===== src/rtl/mpwm_stat_pkg.sv =====
package mpwm_stat_pkg;

  localparam int NCH_DEF   = 6;
  localparam int CNT_W_DEF = 3;
  localparam int DW_DEF    = 16;
  localparam int AW_DEF    = 2;

  // Bit positions that software decodes
  localparam int POS_DIR   = 15;
  localparam int POS_CNT   = 12;
  localparam int POS_PRD   = 7;
  localparam int POS_BOT   = 6;
  localparam int NFLAG     = 8;

  // Control-register layout
  localparam int POS_IVL_EN  = 0;
  localparam int POS_IVL_VAL = 1;

  typedef enum logic [1:0] {
    ADR_STAT = 2'd0,
    ADR_EN   = 2'd1,
    ADR_CTRL = 2'd2,
    ADR_NONE = 2'd3
  } reg_adr_e;

  // Sticky flag update: hardware set has priority over software clear
  function automatic logic flag_next(input logic cur, input logic set, input logic clr);
    return set | (cur & ~clr);
  endfunction

  // Per-channel source choice
  function automatic logic pick_src(input logic mode, input logic duty, input logic atr);
    return mode ? atr : duty;
  endfunction

  // Interval counter step on one period match
  function automatic logic [CNT_W_DEF-1:0] ivl_step(input logic [CNT_W_DEF-1:0] cnt,
                                                    input logic [CNT_W_DEF-1:0] lim);
    return (cnt == lim) ? '0 : cnt + 1'b1;
  endfunction

  // Assemble the status word from its fields
  function automatic logic [DW_DEF-1:0] pack_status(input logic dir,
                                                    input logic [CNT_W_DEF-1:0] cnt,
                                                    input logic [NFLAG-1:0] flags);
    logic [DW_DEF-1:0] w;
    w = '0;
    w[POS_DIR] = dir;
    w[POS_CNT +: CNT_W_DEF] = cnt;
    w[NFLAG-1:0] = flags;
    return w;
  endfunction

endpackage


===== src/rtl/mpwm_flag_cell.sv =====
module mpwm_flag_cell
  import mpwm_stat_pkg::*;
(
  input  logic clk,
  input  logic rst_n,
  input  logic set_i,
  input  logic clr_i,
  output logic flag_o
);

  always_ff @(posedge clk or negedge rst_n) begin
    if (!rst_n) flag_o <= 1'b0;
    else        flag_o <= flag_next(flag_o, set_i, clr_i);
  end

  AST_SET_WINS: assert property (@(posedge clk) disable iff (!rst_n)
    set_i |=> flag_o);
  AST_W1C_CLEARS: assert property (@(posedge clk) disable iff (!rst_n)
    (clr_i && !set_i) |=> !flag_o);
  AST_FLAG_HOLDS: assert property (@(posedge clk) disable iff (!rst_n)
    (!set_i && !clr_i) |=> (flag_o == $past(flag_o)));

endmodule


===== src/rtl/mpwm_chan_bank.sv =====
module mpwm_chan_bank
  import mpwm_stat_pkg::*;
#(
  parameter int NCH = NCH_DEF
)(
  input  logic           clk,
  input  logic           rst_n,
  input  logic [NCH-1:0] duty_match,
  input  logic [NCH-1:0] atr_match,
  input  logic [NCH-1:0] atr_mode,
  input  logic [NCH-1:0] clr,
  output logic [NCH-1:0] flags
);

  logic [NCH-1:0] ch_set;

  for (genvar k = 0; k < NCH; k++) begin : g_ch
    assign ch_set[k] = pick_src(atr_mode[k], duty_match[k], atr_match[k]);

    mpwm_flag_cell u_cell (
      .clk    (clk),
      .rst_n  (rst_n),
      .set_i  (ch_set[k]),
      .clr_i  (clr[k]),
      .flag_o (flags[k])
    );

    AST_SRC_GATE_DUTY: assert property (@(posedge clk) disable iff (!rst_n)
      (!atr_mode[k] && !duty_match[k] && !flags[k]) |=> !flags[k]);
    AST_SRC_GATE_ATR: assert property (@(posedge clk) disable iff (!rst_n)
      (atr_mode[k] && !atr_match[k] && !flags[k]) |=> !flags[k]);
  end

endmodule


===== src/rtl/mpwm_period_unit.sv =====
module mpwm_period_unit
  import mpwm_stat_pkg::*;
#(
  parameter int CNT_W = CNT_W_DEF
)(
  input  logic             clk,
  input  logic             rst_n,
  input  logic             prd_match,
  input  logic             bot_match,
  input  logic             ivl_en,
  input  logic [CNT_W-1:0] ivl_val,
  input  logic             ctrl_wr,
  input  logic             clr_prd,
  input  logic             clr_bot,
  output logic [CNT_W-1:0] cnt,
  output logic             prd_flag,
  output logic             bot_flag
);

  logic prd_hit;
  logic prd_set;

  assign prd_hit = prd_match && ivl_en && (cnt == ivl_val);
  assign prd_set = prd_match && (!ivl_en || (cnt == ivl_val));

  always_ff @(posedge clk or negedge rst_n) begin
    if (!rst_n)                cnt <= '0;
    else if (ctrl_wr || !ivl_en) cnt <= '0;
    else if (prd_match)        cnt <= ivl_step(cnt, ivl_val);
  end

  mpwm_flag_cell u_prd (
    .clk    (clk),
    .rst_n  (rst_n),
    .set_i  (prd_set),
    .clr_i  (clr_prd),
    .flag_o (prd_flag)
  );

  mpwm_flag_cell u_bot (
    .clk    (clk),
    .rst_n  (rst_n),
    .set_i  (bot_match),
    .clr_i  (clr_bot),
    .flag_o (bot_flag)
  );

  AST_CNT_BOUND: assert property (@(posedge clk) disable iff (!rst_n)
    ivl_en |-> (cnt <= ivl_val));
  AST_CNT_WRAP: assert property (@(posedge clk) disable iff (!rst_n)
    prd_hit |=> (cnt == '0 && prd_flag));
  AST_CTRL_RESTART: assert property (@(posedge clk) disable iff (!rst_n)
    ctrl_wr |=> (cnt == '0));

endmodule


===== src/rtl/mpwm_irq_status.sv =====
module mpwm_irq_status
  import mpwm_stat_pkg::*;
#(
  parameter int NCH   = NCH_DEF,
  parameter int CNT_W = CNT_W_DEF,
  parameter int DW    = DW_DEF,
  parameter int AW    = AW_DEF
)(
  input  logic           clk,
  input  logic           rst_n,
  input  logic           cnt_down,
  input  logic           prd_match,
  input  logic           bot_match,
  input  logic [NCH-1:0] duty_match,
  input  logic [NCH-1:0] atr_match,
  input  logic [NCH-1:0] atr_mode,
  input  logic           bus_wr,
  input  logic [AW-1:0]  bus_addr,
  input  logic [DW-1:0]  bus_wdata,
  output logic [DW-1:0]  bus_rdata,
  output logic           irq
);

  localparam int NF = NCH + 2;

  logic             wr_stat, wr_en, wr_ctrl;
  logic [NCH-1:0]   clr_ch;
  logic             clr_prd, clr_bot;
  logic [NCH-1:0]   ch_flags;
  logic             prd_flag, bot_flag;
  logic [CNT_W-1:0] ivl_cnt;
  logic [NF-1:0]    all_flags;
  logic [NF-1:0]    en_q;
  logic             ivl_en_q;
  logic [CNT_W-1:0] ivl_val_q;
  logic [DW-1:0]    stat_word, en_word, ctrl_word;
  logic [DW-1:0]    unused_wdata;

  assign wr_stat = bus_wr && (bus_addr == AW'(ADR_STAT));
  assign wr_en   = bus_wr && (bus_addr == AW'(ADR_EN));
  assign wr_ctrl = bus_wr && (bus_addr == AW'(ADR_CTRL));

  assign clr_ch  = wr_stat ? bus_wdata[NCH-1:0] : '0;
  assign clr_prd = wr_stat && bus_wdata[POS_PRD];
  assign clr_bot = wr_stat && bus_wdata[POS_BOT];

  assign unused_wdata = bus_wdata;

  always_ff @(posedge clk or negedge rst_n) begin
    if (!rst_n) begin
      en_q      <= '0;
      ivl_en_q  <= 1'b0;
      ivl_val_q <= '0;
    end else begin
      if (wr_en) en_q <= bus_wdata[NF-1:0];
      if (wr_ctrl) begin
        ivl_en_q  <= bus_wdata[POS_IVL_EN];
        ivl_val_q <= bus_wdata[POS_IVL_VAL +: CNT_W];
      end
    end
  end

  mpwm_chan_bank #(.NCH(NCH)) u_bank (
    .clk        (clk),
    .rst_n      (rst_n),
    .duty_match (duty_match),
    .atr_match  (atr_match),
    .atr_mode   (atr_mode),
    .clr        (clr_ch),
    .flags      (ch_flags)
  );

  mpwm_period_unit #(.CNT_W(CNT_W)) u_prd (
    .clk       (clk),
    .rst_n     (rst_n),
    .prd_match (prd_match),
    .bot_match (bot_match),
    .ivl_en    (ivl_en_q),
    .ivl_val   (ivl_val_q),
    .ctrl_wr   (wr_ctrl),
    .clr_prd   (clr_prd),
    .clr_bot   (clr_bot),
    .cnt       (ivl_cnt),
    .prd_flag  (prd_flag),
    .bot_flag  (bot_flag)
  );

  assign all_flags = {prd_flag, bot_flag, ch_flags};
  assign stat_word = pack_status(cnt_down, ivl_cnt, all_flags);

  always_comb begin
    en_word = '0;
    en_word[NF-1:0] = en_q;
    ctrl_word = '0;
    ctrl_word[POS_IVL_EN] = ivl_en_q;
    ctrl_word[POS_IVL_VAL +: CNT_W] = ivl_val_q;
  end

  always_comb begin
    unique case (bus_addr)
      AW'(ADR_STAT): bus_rdata = stat_word;
      AW'(ADR_EN):   bus_rdata = en_word;
      AW'(ADR_CTRL): bus_rdata = ctrl_word;
      default:       bus_rdata = '0;
    endcase
  end

  assign irq = |(all_flags & en_q);

  AST_IRQ_MASKED: assert property (@(posedge clk) disable iff (!rst_n)
    (en_q == '0) |-> !irq);
  AST_DIR_BIT_RO: assert property (@(posedge clk) disable iff (!rst_n)
    (wr_stat && !prd_match && !wr_ctrl) |=> (ivl_cnt == $past(ivl_cnt)));
  AST_FLAGS_CLEAN_AFTER_RST: assert property (@(posedge clk)
    $rose(rst_n) |-> (all_flags == '0 && en_q == '0));

endmodule


===== config.mk =====
export PLATFORM = sky130hd
export DESIGN_NAME = mpwm_irq_status
export DESIGN_NICKNAME = d
export VERILOG_FILES = /design/src/rtl/mpwm_stat_pkg.sv /design/src/rtl/mpwm_flag_cell.sv /design/src/rtl/mpwm_chan_bank.sv /design/src/rtl/mpwm_period_unit.sv /design/src/rtl/mpwm_irq_status.sv
export SDC_FILE = /design/constraint.sdc
export NUM_CORES = 1
export LEC_CHECK = 0
export BUFFER_PORTS_ARGS = -buffer_cell sky130_fd_sc_hd__buf_4
export CAP_MARGIN = 25
export CORE_ASPECT_RATIO = 0.6
export CORE_UTILIZATION = 35
export CTS_BUF_LIST = sky130_fd_sc_hd__clkbuf_4 sky130_fd_sc_hd__clkbuf_8 sky130_fd_sc_hd__clkbuf_16
export DETAILED_ROUTE_END_ITERATION = 12
export PLACE_DENSITY = 0.71
export SYNTH_ARGS = -nofsm -noshare
export SYNTH_HDL_FRONTEND = slang
export SYNTH_SLANG_ARGS = --single-unit

===== constraint.sdc =====
create_clock -name clk -period 2.5 [get_ports clk]
set_clock_uncertainty 0.1 [all_clocks]
set_input_delay 0.125 -clock clk [delete_from_list [all_inputs] [get_ports clk]]
set_output_delay 0.125 -clock clk [all_outputs]
set_load 0.03 [all_outputs]

; Word-level counts from Yosys, hierarchy flattened
; Index checks and enable logic that the tools add are counted.
[totals]
word_cells = 64
ff_bits = 23
[op_classes]
n_reduce_logical = 12
addsub = 1
muxes = 11
bitwise_logic = 25
n_eq_ne = 3
[op_table]
columns = op, n
row1 = case mux 16 bit (3 select lines), 1
row2 = 2-to-1 mux 3 bit, 3
row3 = bitwise AND 1 bit, 8
row4 = bitwise AND 8 bit, 1
row5 = inverter 1 bit, 8
row6 = OR 1 bit, 8
row7 = OR reduction 8 bit, 1
row8 = logical AND 1 bit, 6
row9 = 2-to-1 mux 1 bit, 6
row10 = 2-to-1 mux 6 bit, 1
row11 = adder 3 x 1 -> 3 bit (second input constant), 1
row12 = == test 3 bit, 1
row13 = == test 2 x 1 -> 1 bit (second input constant), 1
row14 = == test 2 bit (second input constant), 1
row15 = zero test 2 bit, 1
row16 = logical OR 1 bit, 2
row17 = nonzero test 2 bit, 1
row18 = zero test 1 bit, 1

; Depth between registers and ports, before layout
; Gate-level depths: netlist of the first run.
[depth]
depth_word = 6
ltp_mapped = 4

; By module
; A second synthesis of the first run with hierarchy kept.
[unflattened]
cells_unflattened = 129
hier_area_um2 = 1426.4
[modules_own_cells]
columns = mod, seq_area_each_um2, area_each_um2, cells_per_inst, instances
row1 = mpwm_irq_status, 300.3, 794.5, 71, 1
row2 = mpwm_flag_cell, 25.0, 36.3, 3, 8
row3 = mpwm_period_unit, 75.1, 251.5, 28, 1
row4 = mpwm_chan_bank, 0.0, 90.1, 6, 1

; Worst setup path after synthesis of the first run
; OpenSTA, ideal clock, no wires.
[synth_timing]
kind = reg-to-output
startpoint = register ivl_en_q
endpoint = output port bus_rdata[0]
t_required_ns = 2.275
arrival_time_ns = 1.152
setup_slack_ns = 1.123
path_buffers = 0
path_stages_with_launch = 3
cell_sequence = dfrtp_1 > mux2i_1 > o21ai_0
[synth_via]
elab_chain_len = 1
[synth_lines]
columns = element, line_no
row1 = from (decl), mpwm_irq_status.sv:34  ; logic ivl_en_q;
row2 = from (signal assigned), mpwm_irq_status.sv:57  ; ivl_en_q <= bus_wdata[POS_IVL_EN];
row3 = case mux 16 bit (3 select lines), mpwm_irq_status.sv:100  ; unique case (bus_addr)
row4 = to (decl), mpwm_irq_status.sv:20  ; output logic [DW-1:0] bus_rdata,
; Every way passes these cells.

; Worst setup path in the final report of the first run
[layout_timing]
startpoint = input port bus_addr[0]
endpoint = register u_bank.g_ch[4].u_cell.flag_o
[layout_via]
elab_chain_len = 6
[layout_lines]
columns = element, line_no
row1 = from (decl), mpwm_irq_status.sv:18  ; input logic [AW-1:0] bus_addr,
row2 = zero test 2 bit, mpwm_irq_status.sv:39  ; assign wr_stat = bus_wr && (bus_addr == AW'(ADR_STAT));
row3 = logical AND 1 bit, mpwm_irq_status.sv:39
row4 = 2-to-1 mux 6 bit, mpwm_irq_status.sv:43  ; assign clr_ch = wr_stat ? bus_wdata[NCH-1:0] : '0;
row5 = inverter 1 bit, mpwm_stat_pkg.sv:28  ; return set | (cur & ~clr);
row6 = bitwise AND 1 bit, mpwm_stat_pkg.sv:28
row7 = OR 1 bit, mpwm_stat_pkg.sv:28
row8 = to (signal assigned), mpwm_flag_cell.sv:13  ; else flag_o <= flag_next(flag_o, set_i, clr_i);
row9 = to (decl), mpwm_flag_cell.sv:8  ; output logic flag_o
; Every way passes these cells.
; A chain may end at the register's enable or synchronous reset.

==> results of run 1 <==
worst max-delay path by stage:
stage                           start                           end  slack, ps
after floorplan              ivl_en_q                  bus_rdata[0]       1120
after global placement    bus_addr[0]  u_bank.g_ch[3].u_cell.flag_o       1140
after detailed placement  bus_addr[0]  u_bank.g_ch[5].u_cell.flag_o       1120
after CTS                 bus_addr[0]  u_bank.g_ch[4].u_cell.flag_o        870
after global routing      bus_addr[0]  u_bank.g_ch[2].u_cell.flag_o        770
final                     bus_addr[0]  u_bank.g_ch[4].u_cell.flag_o        850
power groups by stage:
stage	Clock, mW	Sequential (mW)	Combinational [mW]
global route	0.266	0.470	0.315
detailed placement	0	0.469	0.273
global placement	0	0.465	0.263
floorplan	0	0.456	0.173
CTS	0.252	0.462	0.288
finish	0.240	0.463	0.288
state kept, by name, summed over array words and instances (netlist names):
register,flops
en_q,8
u_bank.g_ch.u_cell.flag_o,6
ivl_val_q,3
u_prd.cnt,3
ivl_en_q,1
u_prd.u_bot.flag_o,1
u_prd.u_prd.flag_o,1
critical path, cell delays in order:
cell           delay (ps)
buf_4                 180
nor3b_4               430
nand2_1               110
a221o_1               300
dlygate4sd3_1         560
kinds of logic after synthesis:
kind of cell	after synthesis	synth area share, %
AO/OA/AOI/OAI	21	12.5
XOR/XNOR	3	2.06
adder cells (fa/ha/maj)	1	0.980
buffers and inverters	9	4.02
flip-flops	23	45.1
multiplexers	19	16.0
other	1	0.294
AND/OR/NAND/NOR	43	19.1
area by class of cell:
type / count / area share [%]
timing repair buffer: 59 / 26.1
inverter: 2 / 0.412
multi-input combinational: 91 / 36.2
sequential: 23 / 31.6
tap: 45 / 3.09
clock buffer: 4 / 2.67
cells in the final DEF, fill, tap and decap left out:
cell type and instances:
dfrtp_1 23, nand4b_1 1, nand2b_1 1, o32ai_1 1, o31ai_1 1, xor2_1 3, a21oi_1 1, nand3_1 2
clkbuf_4 1, dlygate4sd3_1 13, nor2_1 5, and2_1 3, nand4_1 2, inv_1 2, and2b_2 1, o21ai_0 5
a22o_1 1, nor3b_4 1, nor4_1 3, a22oi_1 4, nor2b_1 6, conb_1 4, a21o_1 1, nand2_4 1
nand2_1 14, nand3b_2 1, nor3_1 2, mux2_2 11, ha_1 1, buf_4 46, a221o_1 6, clkbuf_8 3
o22ai_1 1, mux2i_1 8
per-layer routing:
metal,vias to the layer above,wire [um],share of wire (%),global-route usage (%)
met2,47,1530,46,29.8
met3,4,260,7.8,5.42
met1,551,1510,45,24.2
met5,-,0,0,0
li1,555,-,-,-
met4,0,28,0.84,3.57
metrics by stage:
stage	worst slack [ps]	hold slack (ps)	cell area (um^2)	utilization [%]	instances
2_1_floorplan	1120	-271	1290	-	123
3_3_place_gp	1140	-65.4	1650	48.9	207
3_5_place_dp	1120	-60.4	1650	48.9	207
4_1_cts	871	0.583	1810	53.9	223
5_1_grt	775	3.52	1820	54.2	224
6_report	854	6.39	1820	54.2	224
timing repair:
| item | 4_1_cts | 5_1_grt |
|---|---|---|
| setup buffers | 0 | 0 |
| endpoints found under the setup margin | 0 | 0 |
| endpoints found under the hold margin | 31 | 1 |
| hold buffers | 12 | 1 |
==> flow_metrics.env, run 1 <==
export IMPL_outcome="completed"
export IMPL_route_detailed_wl_per_inst_um=14.9
export IMPL_fill_cells=313
export IMPL_worst_hold_startpoint="bus_wdata[3]"
export IMPL_post_dp_hpwl_mm=2.51
export IMPL_worstPathArrival_ps=1690
export IMPL_comb_power_share_pct=29.1
export IMPL_clkTransAtPathRegs_ps=80
export IMPL_grt_pass1_wl_mm=5.50
export IMPL_detailroute_via_count=1157
export IMPL_timing_max_cap_violations=0
export IMPL_multiInputGateArea_um2=661
export IMPL_cts_resized=0
export IMPL_yosys_warnings=0
export IMPL_hp_class="input pin to flop"
export IMPL_setup_tns_ps=0
export IMPL_synth_area_leaders="dfrtp_1, mux2_2, mux2i_1, a221o_1, nand2_1"
export IMPL_synth_edff_count=0
export IMPL_switchingPower_mw=0.306
export IMPL_pwr_share_clk_pct=24.2
export IMPL_initial_utilization_pct=37.9
export IMPL_drc=0
export IMPL_ctsRootBufferMaster="clkbuf_8"
export IMPL_sequential_cell_area_um2=576
export IMPL_die_area_um2=3900
export IMPL_timing_critical_path_required_ps=2550
export IMPL_fin_crit_share_pct=65.8
export IMPL_p_int_mw=0.685
export IMPL_initialDrtViolationCount=70
export IMPL_count_of_inserted_antenna_diode_cells=0
export IMPL_antenna_found_initial=0
export IMPL_timing_rr_start="u_bank.g_ch[2].u_cell.flag_o"
export IMPL_synth_area_per_cell_um2=10.6
export IMPL_synthArstFlopShare_pct=100
export IMPL_cts_max_level=1
export IMPL_synth_cell_type_count=33
export IMPL_cellLeakagePower_nw=0.823
export IMPL_power_mw=0.991
export IMPL_period_minus_slack_ps=1650
export IMPL_crit_path_launch_type="input pin"
export IMPL_number_of_global_route_vias_before_repair=1183
export IMPL_finalMaxSlewViolations=0
export IMPL_power_ir_vdd_worst_mv=0.254
export IMPL_syn_instance_count=120
export IMPL_timing_final_hold_violations=0
export IMPL_syn_cell_area_um2=1280
export IMPL_sequentialPowerShare_pct=46.8
export IMPL_hold_path_end="ivl_val_q[2]"
export IMPL_max_clock_path_buffers=2
export IMPL_tritoncts_num_sinks=23
export IMPL_dieHeight_um=48.8
export IMPL_setup_viol=0
export IMPL_syn_to_final_growth_pct=42.9
export IMPL_timing_worst_setup_path_type="input pin to flop"
export IMPL_postRouteAntennaNets=0
export IMPL_pin_count=59
export IMPL_rrSetupSlack_ps=980
export IMPL_power_share_switching_pct=30.8
export IMPL_critical_path_endpoint_type="flop"
export IMPL_power_per_cell_area_nw_per_um2=543
export IMPL_synth_seq_area_share_pct=45.1
export IMPL_cts_inserted_buffers=3
export IMPL_postSynth_topFlopCell="dfrtp_1"
export IMPL_synth_ff_latch_count=23
export IMPL_synth_most_common_cell="dfrtp_1"
export IMPL_grt_start_max_net_pins=24
export IMPL_die_width_um=80.0
export IMPL_std_cell_rows=16
export IMPL_place_port_buffers=46
export IMPL_ff2ff_path_depth=2
export IMPL_final_net_count=223
export IMPL_synth_top_cell_area_share_pct=45.1
export IMPL_setup_repair_after_global_routing_missed_its_margin="no"
export IMPL_timing_fmax_mhz=608
export IMPL_worst_skew_pair_late_latency_ps=260
export IMPL_fp_coreArea_um2=3360
export IMPL_synth_largest_area_cell="dfrtp_1"
export IMPL_cts_tree="built"
export IMPL_global_route_usage_total_pct=18.3
export IMPL_globalplace_congestion=0.780
export IMPL_drtPass1Iterations=4
export IMPL_grt_overflow_total=0
export IMPL_layout_drive_gt1_share_pct=36.3
export IMPL_ff_to_ff_end="u_bank.g_ch[2].u_cell.flag_o"
export IMPL_synth_common_cells="dfrtp_1, nand2_1, mux2_2"
export IMPL_hold_path_depth=2
export IMPL_critPathMaxFanout=13
export IMPL_wirelength_mm=3.33
export IMPL_viasPerCell=5.17
Power figures use the tool's default switching activity.
==> inputs of run 2 (changes only) <==
- clock period: 2.5 -> 1.6 ns (I/O delays scaled with it)
==> run 2 against run 1 <==
  * Clock power increased by 57%
  * Hold slack improved by 43 ps
  * First-iteration DRC count increased by 30%
  * Total power increased by 59%
  * Sequential power increased by 56%
  * Largest power group unchanged
  * Via count increased by 5.8%
  * Count of clock-buffer cells in the layout unchanged
  * Critical path depth decreased by 2
==> flow_metrics.env, run 2 (synthesis gave the netlist of run 1 again) <==
export IMPL_pin_count=59
export IMPL_global_route_usage_total_pct=19.1
export IMPL_die_area_um2=3900
export IMPL_setup_tns_ps=0
export IMPL_max_clock_path_buffers=2
export IMPL_sequential_cell_area_um2=576
export IMPL_critical_path_endpoint_type="output pin"
export IMPL_globalplace_congestion=0.780
export IMPL_layout_core_utilization_pct=57.9
export IMPL_top_regs="en_q (8), u_bank.g_ch.u_cell.flag_o (6)"
export IMPL_grt_pass1_wl_mm=5.62
export IMPL_hp_class="input pin to flop"
export IMPL_finalMaxSlewViolations=0
export IMPL_layout_drive_gt1_share_pct=35.4
export IMPL_largest_register_ffs=8
export IMPL_sequentialPowerShare_pct=45.8
export IMPL_power_per_cell_area_nw_per_um2=809
export IMPL_syn_to_final_growth_pct=52.5
export IMPL_comb_power_share_pct=30.2
export IMPL_cts_tree="built"
export IMPL_setup_repair_after_global_routing_missed_its_margin="no"
export IMPL_critPathMaxFanout=3
export IMPL_final_cell_mix="buf_4, dfrtp_1, dlygate4sd3_1, nand2_1, mux2_2"
export IMPL_final_net_count=236
export IMPL_wirelength_mm=3.42
export IMPL_pwr_share_clk_pct=23.9
export IMPL_drtPass1Iterations=4
export IMPL_worstPathArrival_ps=1270
export IMPL_hold_path_depth=3
export IMPL_power_mw=1.58
export IMPL_fp_coreArea_um2=3360
export IMPL_outcome="completed"
export IMPL_preCtsSetupSlack_ps=245
export IMPL_fill_cells=281
export IMPL_timing_fmax_mhz=690
export IMPL_power_share_switching_pct=30.8
export IMPL_top_register="en_q"
export IMPL_std_cell_rows=16
export IMPL_timing_critical_path_required_ps=1420
export IMPL_post_dp_hpwl_mm=2.50
export IMPL_postRouteAntennaNets=0
export IMPL_ff2ff_path_depth=3
export IMPL_clkTransAtPathRegs_ps=80
export IMPL_cellLeakagePower_nw=0.888
export IMPL_rrSetupSlack_ps=270
export IMPL_cts_max_level=1
export IMPL_worst_hold_startpoint="duty_match[4]"
export IMPL_switchingPower_mw=0.485
export IMPL_hold_path_end="u_bank.g_ch[4].u_cell.flag_o"
export IMPL_antenna_found_initial=0
export IMPL_timing_worst_setup_path_type="flop to output pin"
export IMPL_final_common_cell="buf_4"
export IMPL_worst_skew_pair_late_latency_ps=260
export IMPL_grt_start_max_net_pins=24
export IMPL_grt_overflow_total=0
export IMPL_multiInputGateArea_um2=661
export IMPL_cts_resized=0
export IMPL_crit_path_launch_type="flop"
export IMPL_dieHeight_um=48.8
export IMPL_place_port_buffers=46
export IMPL_period_minus_slack_ps=1450
export IMPL_initial_utilization_pct=37.9
export IMPL_power_ir_vdd_worst_mv=0.394
export IMPL_timing_final_hold_violations=0
export IMPL_initialDrtViolationCount=91
export IMPL_number_of_global_route_vias_before_repair=1243
export IMPL_ff_to_ff_end="u_prd.cnt[2]"
export IMPL_hold_ws_ps=49.1
export IMPL_count_of_inserted_antenna_diode_cells=0
export IMPL_route_detailed_wl_per_inst_um=14.4
export IMPL_tritoncts_num_sinks=23
export IMPL_die_width_um=80.0
export IMPL_setup_viol=0
export IMPL_fin_ws_ps=150
export IMPL_viasPerCell=5.16
export IMPL_fin_crit_share_pct=90.6
export IMPL_timing_rr_start="u_prd.cnt[0]"
export IMPL_cts_inserted_buffers=3
export IMPL_drc=0
export IMPL_ctsRootBufferMaster="clkbuf_8"
export IMPL_timing_max_cap_violations=0
export IMPL_p_int_mw=1.09
export IMPL_detailroute_via_count=1224
run 2: area by class of cell:
type,instances,area share [%]
Tap cell,45,2.89
Sequential cell,23,29.6
Timing Repair Buffer,72,30.7
Inverter,2,0.386
Multi-Input combinational cell,91,33.9
Clock buffer,4,2.51
run 2: routing by layer:
metal | wire (um) | global-route usage (%) | vias up
li1 | - | - | 576
met1 | 1570 | 24.8 | 582
met2 | 1590 | 31.8 | 62
met3 | 222 | 5.23 | 4
met4 | 36 | 4.17 | 0
met5 | 0 | 0 | -
run 2: what timing repair did:
action | in CTS | in global routing
endpoints found under the hold margin | 44 | 1
buffers inserted | 0 | 3
endpoints found under the setup margin | 0 | 1
hold buffers | 23 | 1
run 2: critical path: stages, from the launching register on:
cell and delay, ps:
dfrtp_1 410, a22oi_1 260, nand4_1 150, buf_4 190
run 2: worst max path at each step:
stage                                       startpoint                      endpoint  cells after the start
final                     u_bank.g_ch[3].u_cell.flag_o                           irq                      3
after global routing      u_bank.g_ch[3].u_cell.flag_o                           irq                      3
after CTS                                  bus_addr[0]  u_bank.g_ch[5].u_cell.flag_o                      5
after detailed placement                   bus_addr[0]  u_bank.g_ch[1].u_cell.flag_o                      4
after global placement                     bus_addr[0]  u_bank.g_ch[3].u_cell.flag_o                      4
after floorplan                               ivl_en_q                  bus_rdata[0]                      2
run 2: per-stage QoR:
step	std cells	area (um^2)
2_1_floorplan	123	1290
3_3_place_gp	207	1650
3_5_place_dp	207	1650
4_1_cts	234	1920
5_1_grt	237	1950
6_report	237	1950
run 2: power by group through the flow:
stage	registers, mW	clock network [mW]	logic (mW)
CTS	0.722	0.394	0.473
global route	0.734	0.412	0.518
global placement	0.726	0	0.410
detailed placement	0.733	0	0.427
floorplan	0.712	0	0.270
finish	0.722	0.377	0.476
==> inputs of run 3 (changes only) <==
- ABC_AREA: unset -> 1
==> run 3 against run 2 <==
  * Setup slack lost 84 ps
  * First-iteration DRC count shrank 42%
  * Total power shrank 3.6%
  * Combinational power shrank 3%
  * Critical endpoint is now u_bank.g_ch[4].u_cell.flag_o
==> flow_metrics.env, run 3 <==
export IMPL_fin_crit_share_pct=95.9
export IMPL_syn_instance_count=164
export IMPL_timing_max_cap_violations=0
export IMPL_grt_start_max_net_pins=24
export IMPL_place_port_buffers=46
export IMPL_timing_critical_path_required_ps=1640
export IMPL_outcome="completed"
export IMPL_postRouteAntennaNets=0
export IMPL_rrSetupSlack_ps=220
export IMPL_count_of_inserted_antenna_diode_cells=0
export IMPL_setup_viol=0
export IMPL_cts_max_level=1
export IMPL_synth_largest_area_cell="dfrtp_1"
export IMPL_final_cell_mix="buf_4, nand2_1, inv_1, dfrtp_1, dlygate4sd3_1"
export IMPL_drtPass1Iterations=4
export IMPL_max_clock_path_buffers=2
export IMPL_worstPathArrival_ps=1580
export IMPL_synth_seq_area_share_pct=44.1
export IMPL_die_width_um=80.8
export IMPL_grt_overflow_total=0
export IMPL_pin_count=59
export IMPL_cellLeakagePower_nw=1.01
export IMPL_critical_path_endpoint_type="flop"
export IMPL_largest_register_ffs=8
export IMPL_detailroute_via_count=1274
export IMPL_cts_tree="built"
export IMPL_preCtsSetupSlack_ps=389
export IMPL_period_minus_slack_ps=1530
export IMPL_crit_path_launch_type="input pin"
export IMPL_grt_pass1_wl_mm=5.20
export IMPL_cpMaxStageDelayCell="dlygate4sd3_1"
export IMPL_cts_inserted_buffers=3
export IMPL_timing_final_hold_violations=0
export IMPL_synth_most_common_cell="nand2_1"
export IMPL_globalplace_congestion=0.806
export IMPL_viasPerCell=4.58
export IMPL_setup_repair_after_global_routing_missed_its_margin="no"
export IMPL_wirelength_mm=3.07
export IMPL_postCtsSetupBuffers=0
export IMPL_synth_top_cell_area_share_pct=44.1
export IMPL_power_ir_vdd_worst_mv=0.369
export IMPL_postSynth_topFlopCell="dfrtp_1"
export IMPL_initialDrtViolationCount=53
export IMPL_power_mw=1.52
export IMPL_synth_area_per_cell_um2=7.95
export IMPL_worstPathCellList="dlygate4sd3_1 -> buf_4 -> inv_1 -> o21ai_1 -> o211ai_1 -> dlygate4sd3_1"
export IMPL_power_per_cell_area_nw_per_um2=785
export IMPL_crit_top_cell="dlygate4sd3_1"
export IMPL_synth_cell_type_count=24
export IMPL_synthArstFlopShare_pct=100
export IMPL_number_of_global_route_vias_before_repair=1218
export IMPL_worst_skew_pair_late_latency_ps=260
export IMPL_synth_ff_latch_count=23
export IMPL_syn_cell_area_um2=1300
export IMPL_setup_tns_ps=0
export IMPL_route_detailed_wl_per_inst_um=11.0
export IMPL_die_area_um2=3980
export IMPL_post_dp_hpwl_mm=2.25
export IMPL_layout_drive_gt1_share_pct=27.5
export IMPL_fp_coreArea_um2=3400
export IMPL_syn_to_final_growth_pct=48.4
export IMPL_fin_ws_ps=65.2
export IMPL_ctsRootBufferMaster="clkbuf_8"
export IMPL_initial_utilization_pct=38.3
export IMPL_fill_cells=331
export IMPL_global_route_usage_total_pct=17.1
export IMPL_synth_area_leaders="dfrtp_1, nand2_1, inv_1, o21ai_2, o21ai_0"
export IMPL_final_instance_count_excl_fill=278
export IMPL_top_register="en_q"
export IMPL_clkTransAtPathRegs_ps=80
export IMPL_dieHeight_um=49.3
export IMPL_critical_path_max_stage_delay_ps=580
export IMPL_placed_area_um2=1680
export IMPL_critPathMaxFanout=2
export IMPL_std_cell_rows=16
export IMPL_timing_fmax_mhz=652
export IMPL_hold_ws_ps=3.64
export IMPL_antenna_found_initial=0
export IMPL_hp_class="input pin to flop"
export IMPL_tritoncts_num_sinks=23
export IMPL_top_regs="en_q (8), u_bank.g_ch.u_cell.flag_o (6)"
export IMPL_timing_worst_setup_path_type="input pin to flop"
export IMPL_final_net_count=277
export IMPL_finalMaxSlewViolations=0
export IMPL_layout_core_utilization_pct=56.8
export IMPL_final_common_cell="buf_4"
export IMPL_synth_common_cells="nand2_1, inv_1, dfrtp_1"
export IMPL_drc=0
export IMPL_yosys_warnings=0
export IMPL_synth_edff_count=0
export IMPL_finish_instance_area_um2=1930
export IMPL_placedCellCount=253
==> run 3: changes by cell type in the layout (fill, tap and decap cells not counted), sizes merged, moves of 5 or more <==
cell / before / now
mux2: 11 / 0
o21ai: 5 / 20
nand2: 15 / 43
nor2b: 6 / 0
nor2: 5 / 10
inv: 2 / 35
a221o: 6 / 0
o211ai: 0 / 6
mux2i: 8 / 0
==> run 3: where the power goes <==
| part | leakage, nW | internal, mW | total, mW | switching, mW |
|---|---|---|---|---|
| registers | 0.265 | 0.644 | 0.691 | 0.0471 |
| logic | 0.722 | 0.208 | 0.461 | 0.253 |
| clock network | 0.0262 | 0.194 | 0.367 | 0.173 |
| total | 1.01 | 1.05 | 1.52 | 0.472 |
==> run 3: area by class of cell <==
class / instances / area (um^2) / area share, %
flip-flops and latches: 23 / 576 / 29.8
repair buffers: 67 / 556 / 28.7
clock buffers: 4 / 48.8 / 2.52
multi-input cells: 104 / 567 / 29.3
well taps: 45 / 56.3 / 2.91
inverters: 35 / 131 / 6.79
==> run 3: metal layers <==
metal,wire [um],track usage (%),vias to the layer above
met5,0,0,-
met3,187,5.42,2
met4,12,2.68,0
met1,1530,22.6,577
li1,-,-,659
met2,1340,27.7,36
==> run 3: critical path, delay by kind of cell <==
| family | cells | cell delay [ps] |
|---|---|---|
| buffers and inverters | 4 | 1260 |
| AO/OA/AOI/OAI | 2 | 240 |
==> run 3: worst paths after layout <==
| kind | from | end | cells after the start |
|---|---|---|---|
| max in group asynchronous | rst_n | en_q[3] | 2 |
| setup / recovery | bus_wdata[4] | u_bank.g_ch[4].u_cell.flag_o | 6 |
| min in group asynchronous | rst_n | u_bank.g_ch[5].u_cell.flag_o | 2 |
| hold / removal | bus_wdata[2] | en_q[2] | 3 |
| setup reg to reg | u_bank.g_ch[4].u_cell.flag_o | u_bank.g_ch[4].u_cell.flag_o | 3 |
| hold reg to reg | en_q[1] | en_q[1] | 2 |
==> run 3: cell families after synthesis <==
family | synth area share, %
AND/OR/NAND/NOR | 20.3
buffers and inverters | 13.2
AO/OA/AOI/OAI | 19.7
flip-flops | 44.1
XOR/XNOR | 1.34
adder cells (fa/ha/maj) | 0.960
other | 0.288
==> run 3: what timing repair did <==
| item | 4_1_cts | 5_1_grt |
|---|---|---|
| setup endpoints to repair | 0 | 4 |
| resized for setup | 0 | 4 |
| hold buffers | 21 | 0 |
| hold endpoints to repair | 37 | 0 |
